## src/rtl/bridge_order_sched.sv

```systemverilog
module bridge_order_sched #(
  parameter int PW_DEPTH = 4,
  parameter int RQ_DEPTH = 4,
  parameter int CP_DEPTH = 4,
  parameter int TAG_W    = 8
) (
  input  logic             clk,
  input  logic             rst_n,
  input  logic             pw_valid,
  output logic             pw_ready,
  input  logic [TAG_W-1:0] pw_tag,
  input  logic             rq_valid,
  output logic             rq_ready,
  input  logic             rq_write,
  input  logic [TAG_W-1:0] rq_tag,
  input  logic             cp_valid,
  output logic             cp_ready,
  input  logic             cp_write,
  input  logic [TAG_W-1:0] cp_tag,
  output logic             out_valid,
  input  logic             out_ready,
  output logic [2:0]       out_kind,
  output logic [TAG_W-1:0] out_tag
);
  localparam int PA = (PW_DEPTH > 1) ? $clog2(PW_DEPTH) : 1;
  localparam int RA = (RQ_DEPTH > 1) ? $clog2(RQ_DEPTH) : 1;
  localparam int CA = (CP_DEPTH > 1) ? $clog2(CP_DEPTH) : 1;
  localparam int PC = $clog2(PW_DEPTH + 1);
  localparam int RC = $clog2(RQ_DEPTH + 1);
  localparam int CC = $clog2(CP_DEPTH + 1);
  localparam logic [1:0] S_PW = 2'd0, S_CP = 2'd1, S_RQ = 2'd2, S_NONE = 2'd3;

  logic [TAG_W-1:0]    pw_mem [PW_DEPTH];
  logic [PA-1:0]       pw_rp, pw_wp;
  logic [PC-1:0]       pw_cnt;

  logic [TAG_W-1:0]    rq_mem [RQ_DEPTH];
  logic [RQ_DEPTH-1:0] rq_wr_q;
  logic [PC-1:0]       rq_bar [RQ_DEPTH];
  logic [RA-1:0]       rq_rp, rq_wp;
  logic [RC-1:0]       rq_cnt;

  logic [TAG_W-1:0]    cp_mem [CP_DEPTH];
  logic [CP_DEPTH-1:0] cp_wr_q;
  logic [PC-1:0]       cp_bar [CP_DEPTH];
  logic [CA-1:0]       cp_rp, cp_wp;
  logic [CC-1:0]       cp_cnt;

  logic pw_push, rq_push, cp_push, pw_pop, rq_pop, cp_pop, fire;
  logic rq_el, cp_el;
  logic [1:0] sel;
  logic [PC-1:0] bar_in;

  assign pw_ready = pw_cnt != PC'(PW_DEPTH);
  assign rq_ready = rq_cnt != RC'(RQ_DEPTH);
  assign cp_ready = cp_cnt != CC'(CP_DEPTH);
  assign pw_push  = pw_valid & pw_ready;
  assign rq_push  = rq_valid & rq_ready;
  assign cp_push  = cp_valid & cp_ready;

  // posted writes still ahead of an entry arriving this cycle
  assign bar_in = pw_cnt + PC'(pw_push) - PC'(pw_pop);

  assign rq_el = (rq_cnt != '0) && (rq_bar[rq_rp] == '0);
  assign cp_el = (cp_cnt != '0) && (cp_wr_q[cp_rp] || (cp_bar[cp_rp] == '0));

  always_comb begin
    if (pw_cnt != '0)  sel = S_PW;
    else if (cp_el)    sel = S_CP;
    else if (rq_el)    sel = S_RQ;
    else               sel = S_NONE;
  end

  assign out_valid = sel != S_NONE;
  assign fire      = out_valid & out_ready;
  assign pw_pop    = fire && (sel == S_PW);
  assign cp_pop    = fire && (sel == S_CP);
  assign rq_pop    = fire && (sel == S_RQ);

  always_comb begin
    out_kind = 3'd0;
    out_tag  = '0;
    case (sel)
      S_PW: begin
        out_kind = 3'd0;
        out_tag  = pw_mem[pw_rp];
      end
      S_RQ: begin
        out_kind = rq_wr_q[rq_rp] ? 3'd2 : 3'd1;
        out_tag  = rq_mem[rq_rp];
      end
      S_CP: begin
        out_kind = cp_wr_q[cp_rp] ? 3'd4 : 3'd3;
        out_tag  = cp_mem[cp_rp];
      end
      default: ;
    endcase
  end

  // posted queue
  always_ff @(posedge clk) begin
    if (pw_push) pw_mem[pw_wp] <= pw_tag;
  end

  always_ff @(posedge clk) begin
    if (!rst_n) begin
      pw_rp  <= '0;
      pw_wp  <= '0;
      pw_cnt <= '0;
    end else begin
      if (pw_push) pw_wp <= (pw_wp == PA'(PW_DEPTH - 1)) ? '0 : pw_wp + PA'(1);
      if (pw_pop)  pw_rp <= (pw_rp == PA'(PW_DEPTH - 1)) ? '0 : pw_rp + PA'(1);
      pw_cnt <= pw_cnt + PC'(pw_push) - PC'(pw_pop);
    end
  end

  // request queue
  always_ff @(posedge clk) begin
    if (rq_push) begin
      rq_mem[rq_wp]  <= rq_tag;
      rq_wr_q[rq_wp] <= rq_write;
    end
  end

  always_ff @(posedge clk) begin
    if (!rst_n) begin
      rq_rp  <= '0;
      rq_wp  <= '0;
      rq_cnt <= '0;
      for (int i = 0; i < RQ_DEPTH; i++) rq_bar[i] <= '0;
    end else begin
      if (rq_push) rq_wp <= (rq_wp == RA'(RQ_DEPTH - 1)) ? '0 : rq_wp + RA'(1);
      if (rq_pop)  rq_rp <= (rq_rp == RA'(RQ_DEPTH - 1)) ? '0 : rq_rp + RA'(1);
      rq_cnt <= rq_cnt + RC'(rq_push) - RC'(rq_pop);
      for (int i = 0; i < RQ_DEPTH; i++) begin
        if (rq_push && (rq_wp == RA'(i)))       rq_bar[i] <= bar_in;
        else if (pw_pop && (rq_bar[i] != '0))   rq_bar[i] <= rq_bar[i] - PC'(1);
      end
    end
  end

  // completion queue
  always_ff @(posedge clk) begin
    if (cp_push) begin
      cp_mem[cp_wp]  <= cp_tag;
      cp_wr_q[cp_wp] <= cp_write;
    end
  end

  always_ff @(posedge clk) begin
    if (!rst_n) begin
      cp_rp  <= '0;
      cp_wp  <= '0;
      cp_cnt <= '0;
      for (int i = 0; i < CP_DEPTH; i++) cp_bar[i] <= '0;
    end else begin
      if (cp_push) cp_wp <= (cp_wp == CA'(CP_DEPTH - 1)) ? '0 : cp_wp + CA'(1);
      if (cp_pop)  cp_rp <= (cp_rp == CA'(CP_DEPTH - 1)) ? '0 : cp_rp + CA'(1);
      cp_cnt <= cp_cnt + CC'(cp_push) - CC'(cp_pop);
      for (int i = 0; i < CP_DEPTH; i++) begin
        if (cp_push && (cp_wp == CA'(i)))       cp_bar[i] <= bar_in;
        else if (pw_pop && (cp_bar[i] != '0))   cp_bar[i] <= cp_bar[i] - PC'(1);
      end
    end
  end

  assert_no_overflow_R2: assert property (@(posedge clk) disable iff (!rst_n)
    pw_cnt <= PC'(PW_DEPTH));

  assert_no_overflow_R3: assert property (@(posedge clk) disable iff (!rst_n)
    (rq_cnt <= RC'(RQ_DEPTH)) && (cp_cnt <= CC'(CP_DEPTH)));

  assert_barrier_bound_R4: assert property (@(posedge clk) disable iff (!rst_n)
    (rq_cnt != '0) |-> (rq_bar[rq_rp] <= pw_cnt));

  assert_rd_cpl_no_pass_R5: assert property (@(posedge clk) disable iff (!rst_n)
    (out_valid && (out_kind == 3'd3)) |-> (pw_cnt == '0));

  assert_req_after_posted_R6: assert property (@(posedge clk) disable iff (!rst_n)
    (out_valid && ((out_kind == 3'd1) || (out_kind == 3'd2))) |-> (pw_cnt == '0));

  assert_busy_R8: assert property (@(posedge clk) disable iff (!rst_n)
    ((pw_cnt != '0) || (rq_cnt != '0) || (cp_cnt != '0)) |-> out_valid);

  assert_hold_R8: assert property (@(posedge clk) disable iff (!rst_n)
    (out_valid && !out_ready && !pw_push && !rq_push && !cp_push)
      |=> (out_valid && $stable(out_kind) && $stable(out_tag)));
endmodule

```

## config.mk

```make
export PLATFORM = sky130hd
export DESIGN_NAME = bridge_order_sched
export DESIGN_NICKNAME = d
export VERILOG_FILES = /design/src/rtl/bridge_order_sched.sv
export SDC_FILE = /design/constraint.sdc
export NUM_CORES = 1
export LEC_CHECK = 0
export BUFFER_PORTS_ARGS = -buffer_cell sky130_fd_sc_hd__buf_2
export CORE_MARGIN = 2
export CORE_UTILIZATION = 45
export DETAILED_ROUTE_END_ITERATION = 6
export PLACE_DENSITY = 0.68
export SYNTH_ARGS = -nofsm -noshare
export SYNTH_HDL_FRONTEND = slang
export SYNTH_SLANG_ARGS = --single-unit
```

## constraint.sdc

```tcl
create_clock -name clk -period 7 [get_ports clk]
set_input_delay 1.4 -clock clk [delete_from_list [all_inputs] [get_ports clk]]
set_output_delay 1.4 -clock clk [all_outputs]
set_load 0.005 [all_outputs]
```

==> metrics.txt, run 1 <==
wire length per cell ~18 microns; clk slew on worst S/H paths approximately 0.060 ns; Tcrit/Tclk final 67.56%; fmax between 0.2 and 0.25 GHz; vias per cell 5.271; Crit. End Element register; # placed instances approximately 740; Initial DRC Count around 220; first-pass GRT wire length 22,550 microns; sw power between 1 and 1.5 mW; Clock Path Buffers 2; post-DP HPWL 9741 microns; Setup Skew just under 0.009 ns; Power Dens Cells approximately 400 mW/mm^2; outcome complete, no violations; Cell Rows 46; ant diodes 0; startpoint type of the worst setup path register; Yosys top cell area share 52.41%; DRC violations left 0; number of synthesized register bits between 150 and 200; post-CTS setup buffer count 0; Num CTS Buffers 17; Post-CTS Hold Fix Bufs 0; EDFF count, synth around 130; cell taking the most area after synthesis edfxtp_1; cell-internal power approximately 2.2 mW; most instantiated cells after synthesis edfxtp_1, inv_1, ha_1; core area about 0.016 sq mm; share of cells above drive strength 1 between 20% and 30%; synth warn 0; combinational share of power 34.5%; RSZ-0062 raised after global routing no; Netlist cell types 40; PostCTS Resize Cnt 0; Final Hold Fails 0; Hold Crit Start rq_wp[1]; R2R Setup Slk ~2.3 ns; Post-Route Utilization a little over half; hold crit path type register to register; Starting Density between 40% and 50%; H-tree Lvls 4; GRT overflow 0; Slew headroom 44.18%; port buffer count 46; Req. time, crit path 7.27 ns; Seq pwr share between 30% and 40%; Leak about 3.1 nW; largest net degree at the start of global routing 54; Design Area, Final roughly 0.0083 sq mm; Area Growth Syn to Fin 13.51%; hold endpoint rq_wp[1]; Synth area leaders edfxtp_1, mux4_2, dfxtp_1; DP Worst Slack between 2 and 2.5 ns; max cap viols 0; Synth Cell Area about 0.0073 sq mm; Routed Antenna Nets 0; vias between 4,000 and 5,000; Final Max Tran Viols 0; Worst-Margin Slew about 0.84 ns; Detailed Routing Iterations Pass 1 4; Die Area 0.01733 sq mm; # IOs 47; overall routing resource usage 16.98%; Clock Latency Late Sink 0.42 ns; chip width approximately 130 microns; crit-path max FO 36; minimum clock period 4.729 ns; routed wire length roughly 14,000 microns; worst hold stages 2; asr flop ratio synth 0%; IR drop worst, VDD around 0.00024 V; placer's final routability congestion estimate between 0.7 and 0.8; worst setup path class register to register; vias in the first global route around 4,400; switching share of power 34.61%; die height ~130 microns; clock power share 27.3%; Synth Area per Inst 14.55 sq um; clock tree root driver cell clkbuf_16; sequential cell area fraction in the yosys report about 60%; TritonCTS clock tree done; worst r2r path cells 17; DP Area about 0.0077 sq mm; setup tns final 0 ns; setup violators final 0; Arr. time, crit path 5.00 ns; Syn Inst Count 504; final setup margin approximately 2.3 ns; CTS sink count ~160; Non-Filler Instances about 780; top-count cell post-synth edfxtp_1; antenna violations before repair 0; R2R Path End cp_bar[2][2]; nets@finish 623; dominant synthesized flop cell edfxtp_1; Post-Syn Nets around 580
## worst max path at each step
stage	startpoint	endpoint	slack (ns)	cells past startpoint
6_report	register	cp_bar[2][2]	2.27	17
5_1_grt	register	cp_bar[3][2]	1.78	17
4_1_cts	register	cp_bar[2][2]	2.26	17
3_5_place_dp	register	cp_bar[2][2]	2.37	17
3_3_place_gp	register	rq_bar[3][2]	2.49	17
2_1_floorplan	register	cp_bar[0][2]	3.19	18
## cell type report
type / count / area (sq um)
Clock buffer: 17 / 425.4
Clock inverter: 15 / 180.2
Fill cell: 1317 / 7561
Inverter: 49 / 183.9
Multi-Input combinational cell: 276 / 2643
Sequential cell: 155 / 4384
Tap cell: 216 / 270.3
Timing Repair Buffer: 47 / 237.7
## layer usage
layer	vias to the layer above	wire (microns)	track usage, %	part of all wire [%]
met2	88	6796	28.04	49
met5	-	0	0	0
met4	0	297	6.643	2.2
li1	1959	-	-	-
met1	2014	6005	21.42	44
met3	24	669	4.475	4.9
## critical path, stage by stage, from the launching register on
cell	delay (ns)
dfxtp_1	0.78
nor4_1	0.13
a311oi_1	0.44
o21ba_1	0.23
o21ai_1	0.10
ha_1	0.33
nand3b_1	0.12
buf_4	0.38
inv_1	0.11
ha_1	0.28
inv_1	0.06
ha_1	0.12
inv_1	0.04
fa_1	0.37
xnor2_1	0.14
xnor2_1	0.61
mux2i_1	0.16
nor2b_1	0.15
## power groups by stage
stage | combinational, mW | clock (mW) | sequential [mW]
final | 1.17 | 0.927 | 1.29
after global placement | 1.13 | 0 | 1.31
after detailed placement | 1.17 | 0 | 1.32
after global routing | 1.31 | 0.978 | 1.32
after CTS | 1.18 | 0.940 | 1.30
after floorplan | 0.874 | 0 | 1.25
## stage by stage
step	total power [mW]	hold slack [ns]
after floorplan	2.121	0.4667
after global placement	2.443	0.4844
after detailed placement	2.488	0.4974
after CTS	3.416	0.5067
after global routing	3.603	0.5354
final	3.390	0.4968
## layout by cell type, fill, tap and decap left out, types with 6 or more instances in the layout
| master | n |
|---|---|
| a21boi_1 | 7 |
| a21oi_1 | 13 |
| a22oi_1 | 8 |
| and2_1 | 7 |
| buf_2 | 46 |
| clkbuf_16 | 17 |
| dfxtp_1 | 27 |
| edfxtp_1 | 128 |
| ha_1 | 42 |
| inv_1 | 49 |
| mux2i_1 | 16 |
| mux4_2 | 27 |
| nand2_1 | 22 |
| nand3_4 | 8 |
| nor2_1 | 11 |
| nor2b_1 | 21 |
| nor3_1 | 23 |
| nor4b_2 | 8 |
| o211ai_1 | 8 |
| o21a_1 | 9 |
| or3_1 | 7 |
| xnor2_1 | 6 |
## state kept, by name, summed over array words and instances (netlist names), 3 cells and up, named ones only
signal / cells
cp_cnt: 3
pw_mem: 32
rq_bar: 12
rq_wr_q: 4
cp_bar: 12
cp_wr_q: 4
pw_cnt: 3
cp_mem: 32
rq_cnt: 3
rq_mem: 32
## logic make-up (layout without fill, tap and decap cells)
logic type / after synthesis / in the layout / synth area share, %
DFF: 155 / 155 / 59.79
AOI/OAI and AO/OA: 54 / 54 / 5.119
xor gates and xnor gates: 6 / 6 / 0.7166
adders and majority gates: 45 / 45 / 7.985
muxes: 44 / 44 / 10.63
buffers and inverters: 73 / 128 / 4.180
and+or+nand+nor: 127 / 127 / 11.59
Note: power is estimated with default switching activity, not from simulation.
==> run 2, diff against run 1 <==
- PLACE_DENSITY: 0.68 -> 0.7
- clock period: 7 -> 4.1 ns (I/O delays scaled with it)
==> run 2 against run 1 <==
Effect of this change: via count is 0.20% higher; sequential share of layout area is 0.25 points lower; register-to-register slack worse by 1.9 ns; clock-buffer cell count is 1 higher; first-iteration DRC count is 12% higher; utilization is 0.25 points higher; sequential power is 68% higher; maximum frequency is 27% higher; final area is 0.48% higher; non-clock buffer count is 6 higher; global-route usage is 0.31 points higher; critical endpoint is now cp_bar[0][2]; largest cell class unchanged; highest routed layer unchanged.
==> metrics.txt, run 2 (synthesis results as in run 1) <==
outcome complete, no violations (unchanged); RSZ-0062 raised after global routing no (unchanged); vias 4,093 (was 4,085); GRT overflow 0 (unchanged); TritonCTS clock tree done (unchanged); Cell Rows 46 (unchanged); port buffer count 46 (unchanged); hold endpoint cp_wp[1] (was rq_wp[1]); Leak 3.168 nW (was 3.132 nW); fmax 0.2688 GHz (was 0.2115 GHz); Die Area 0.01733 sq mm (unchanged); Arr. time, crit path 4.01 ns (was 5.00 ns); H-tree Lvls 4 (unchanged); vias in the first global route 4,271 (was 4,358); setup violators final 0 (unchanged); wire length per cell 17.74 microns (was 17.77 microns); placer's final routability congestion estimate 0.8143 (was 0.7758); die height 131.7 microns (unchanged); post-CTS setup buffer count 0 (unchanged); worst setup path class register to register (unchanged); commonest non-fill, non-tap cell in the layout edfxtp_1 (unchanged); startpoint type of the worst setup path register (unchanged); # IOs 47 (unchanged); clock tree root driver cell clkbuf_16 (unchanged); routed wire length 13,860 microns (was 13,770 microns); total power 5.797 mW (was 3.390 mW); setup tns final 0 ns (unchanged); Hold Crit Start cp_wp[1] (was rq_wp[1]); Area Growth Syn to Fin 14.06% (was 13.51%); Slew headroom 43.95% (was 44.18%); biggest regs cp_mem x32, pw_mem x32, rq_mem x32 (unchanged); worst r2r path cells 15 (was 17); Num CTS Buffers 17 (unchanged); Initial DRC Count 248 (was 222); clk slew on worst S/H paths 0.06 ns (about the same); Post-Route Utilization 52.65% (was 52.40%); Design Area, Final 0.008364 sq mm (was 0.008324 sq mm); Crit. End Element register (unchanged); overall routing resource usage 17.29% (was 16.98%); max cap viols 0 (unchanged); largest net degree at the start of global routing 54 (unchanged); Setup Skew 0.01441 ns (was 0.008753 ns); Power Dens Cells 693.1 mW/mm^2 (was 407.3 mW/mm^2); Clock Path Buffers 2 (unchanged); nets@finish 629 (was 623); DRC violations left 0 (unchanged); R2R Setup Slk 0.38 ns (was 2.27 ns); share of cells above drive strength 1 23.36% (was 22.18%); core area 0.01589 sq mm (unchanged); IR drop worst, VDD 0.0004589 V (was 0.0002426 V); RR Startpoint cp_rp[0]; post-DP HPWL 9833 microns (was 9741 microns); R2R Path End cp_bar[0][2] (was cp_bar[2][2]); Worst-Margin Slew 0.8407 ns (was 0.8372 ns); Tcrit/Tclk final 90.75% (was 67.56%); crit-path max FO 9 (was 36); chip width 131.7 microns (unchanged); minimum clock period 3.721 ns (was 4.729 ns); Final Max Tran Viols 0 (unchanged); Clock Latency Late Sink 0.43 ns (was 0.42 ns); first-pass GRT wire length 22,540 microns (was 22,550 microns); vias per cell 5.241 (was 5.271); most frequent cells in the layout edfxtp_1, inv_1, buf_2, ha_1 (unchanged); Starting Density 46.16% (unchanged); hold crit path type register to register (unchanged); ant diodes 0 (unchanged); Routed Antenna Nets 0 (unchanged); Final Hold Fails 0 (unchanged); worst hold stages 2 (unchanged); antenna violations before repair 0 (unchanged); Detailed Routing Iterations Pass 1 4 (unchanged); CTS sink count 155 (unchanged); DP Area 0.007764 sq mm (was 0.007719 sq mm); Req. time, crit path 4.39 ns (was 7.27 ns)
==> run 2: repair_timing <==
action	4_1_cts	5_1_grt
setup endpoints to repair	0	8
gates resized for setup	0	1
hold buffers	0	0
==> run 2: metal layers <==
layer  track usage (%)  wire [microns]  up-vias
li1                  -               -     1967
met1             21.70            6000     2011
met2             28.74            6978      101
met3             4.707             663       14
met4             6.461             214        0
met5                 0               0        -
==> run 2: worst max-delay path by stage <==
stage          startpoint      endpoint  slack, ns  cells past startpoint
2_1_floorplan    register  cp_bar[0][2]       0.29                     18
3_3_place_gp     cp_rp[0]  rq_bar[2][2]       0.19                     15
3_5_place_dp     cp_rp[0]  cp_bar[0][2]       0.09                     15
4_1_cts          cp_rp[0]  cp_bar[0][2]       0.07                     15
5_1_grt          cp_rp[0]  rq_bar[2][2]       0.13                     15
6_report         cp_rp[0]  cp_bar[0][2]       0.38                     15
==> run 2: final cells by class <==
class	count	area (sq um)
tap	216	270.3
multi-input combinational	276	2650
inverter	49	183.9
clock buffer	18	439.2
clock inverter	14	153.9
fill	1345	7521
timing repair buffer	53	282.8
sequential	155	4384
==> run 2: stage by stage <==
step,setup slack [ns],std cells,hold WS (ns)
floorplan,0.2856,504,0.4667
global placement,0.1932,749,0.4799
detailed placement,0.08923,749,0.4858
CTS,0.06556,781,0.4937
global route,0.1253,781,0.5278
finish,0.3793,781,0.4886
==> run 2: worst max-delay path, stage by stage (launching register included) <==
cell      delay (ns)
dfxtp_1         0.39
mux4_2          0.56
o21bai_1        0.20
a21o_1          0.21
ha_1            0.23
nand3b_1        0.18
inv_1           0.09
ha_1            0.22
inv_1           0.06
ha_1            0.13
inv_1           0.05
fa_1            0.37
xnor2_1         0.17
xnor2_2         0.44
mux2i_1         0.15
nor2b_1         0.14
==> run 2: where the power goes <==
part | leakage [nW] | total [mW] | internal, mW | switching [mW]
clock network | 0.290 | 1.55 | 0.923 | 0.630
registers | 1.43 | 2.17 | 2.00 | 0.165
logic | 1.45 | 2.08 | 0.904 | 1.17
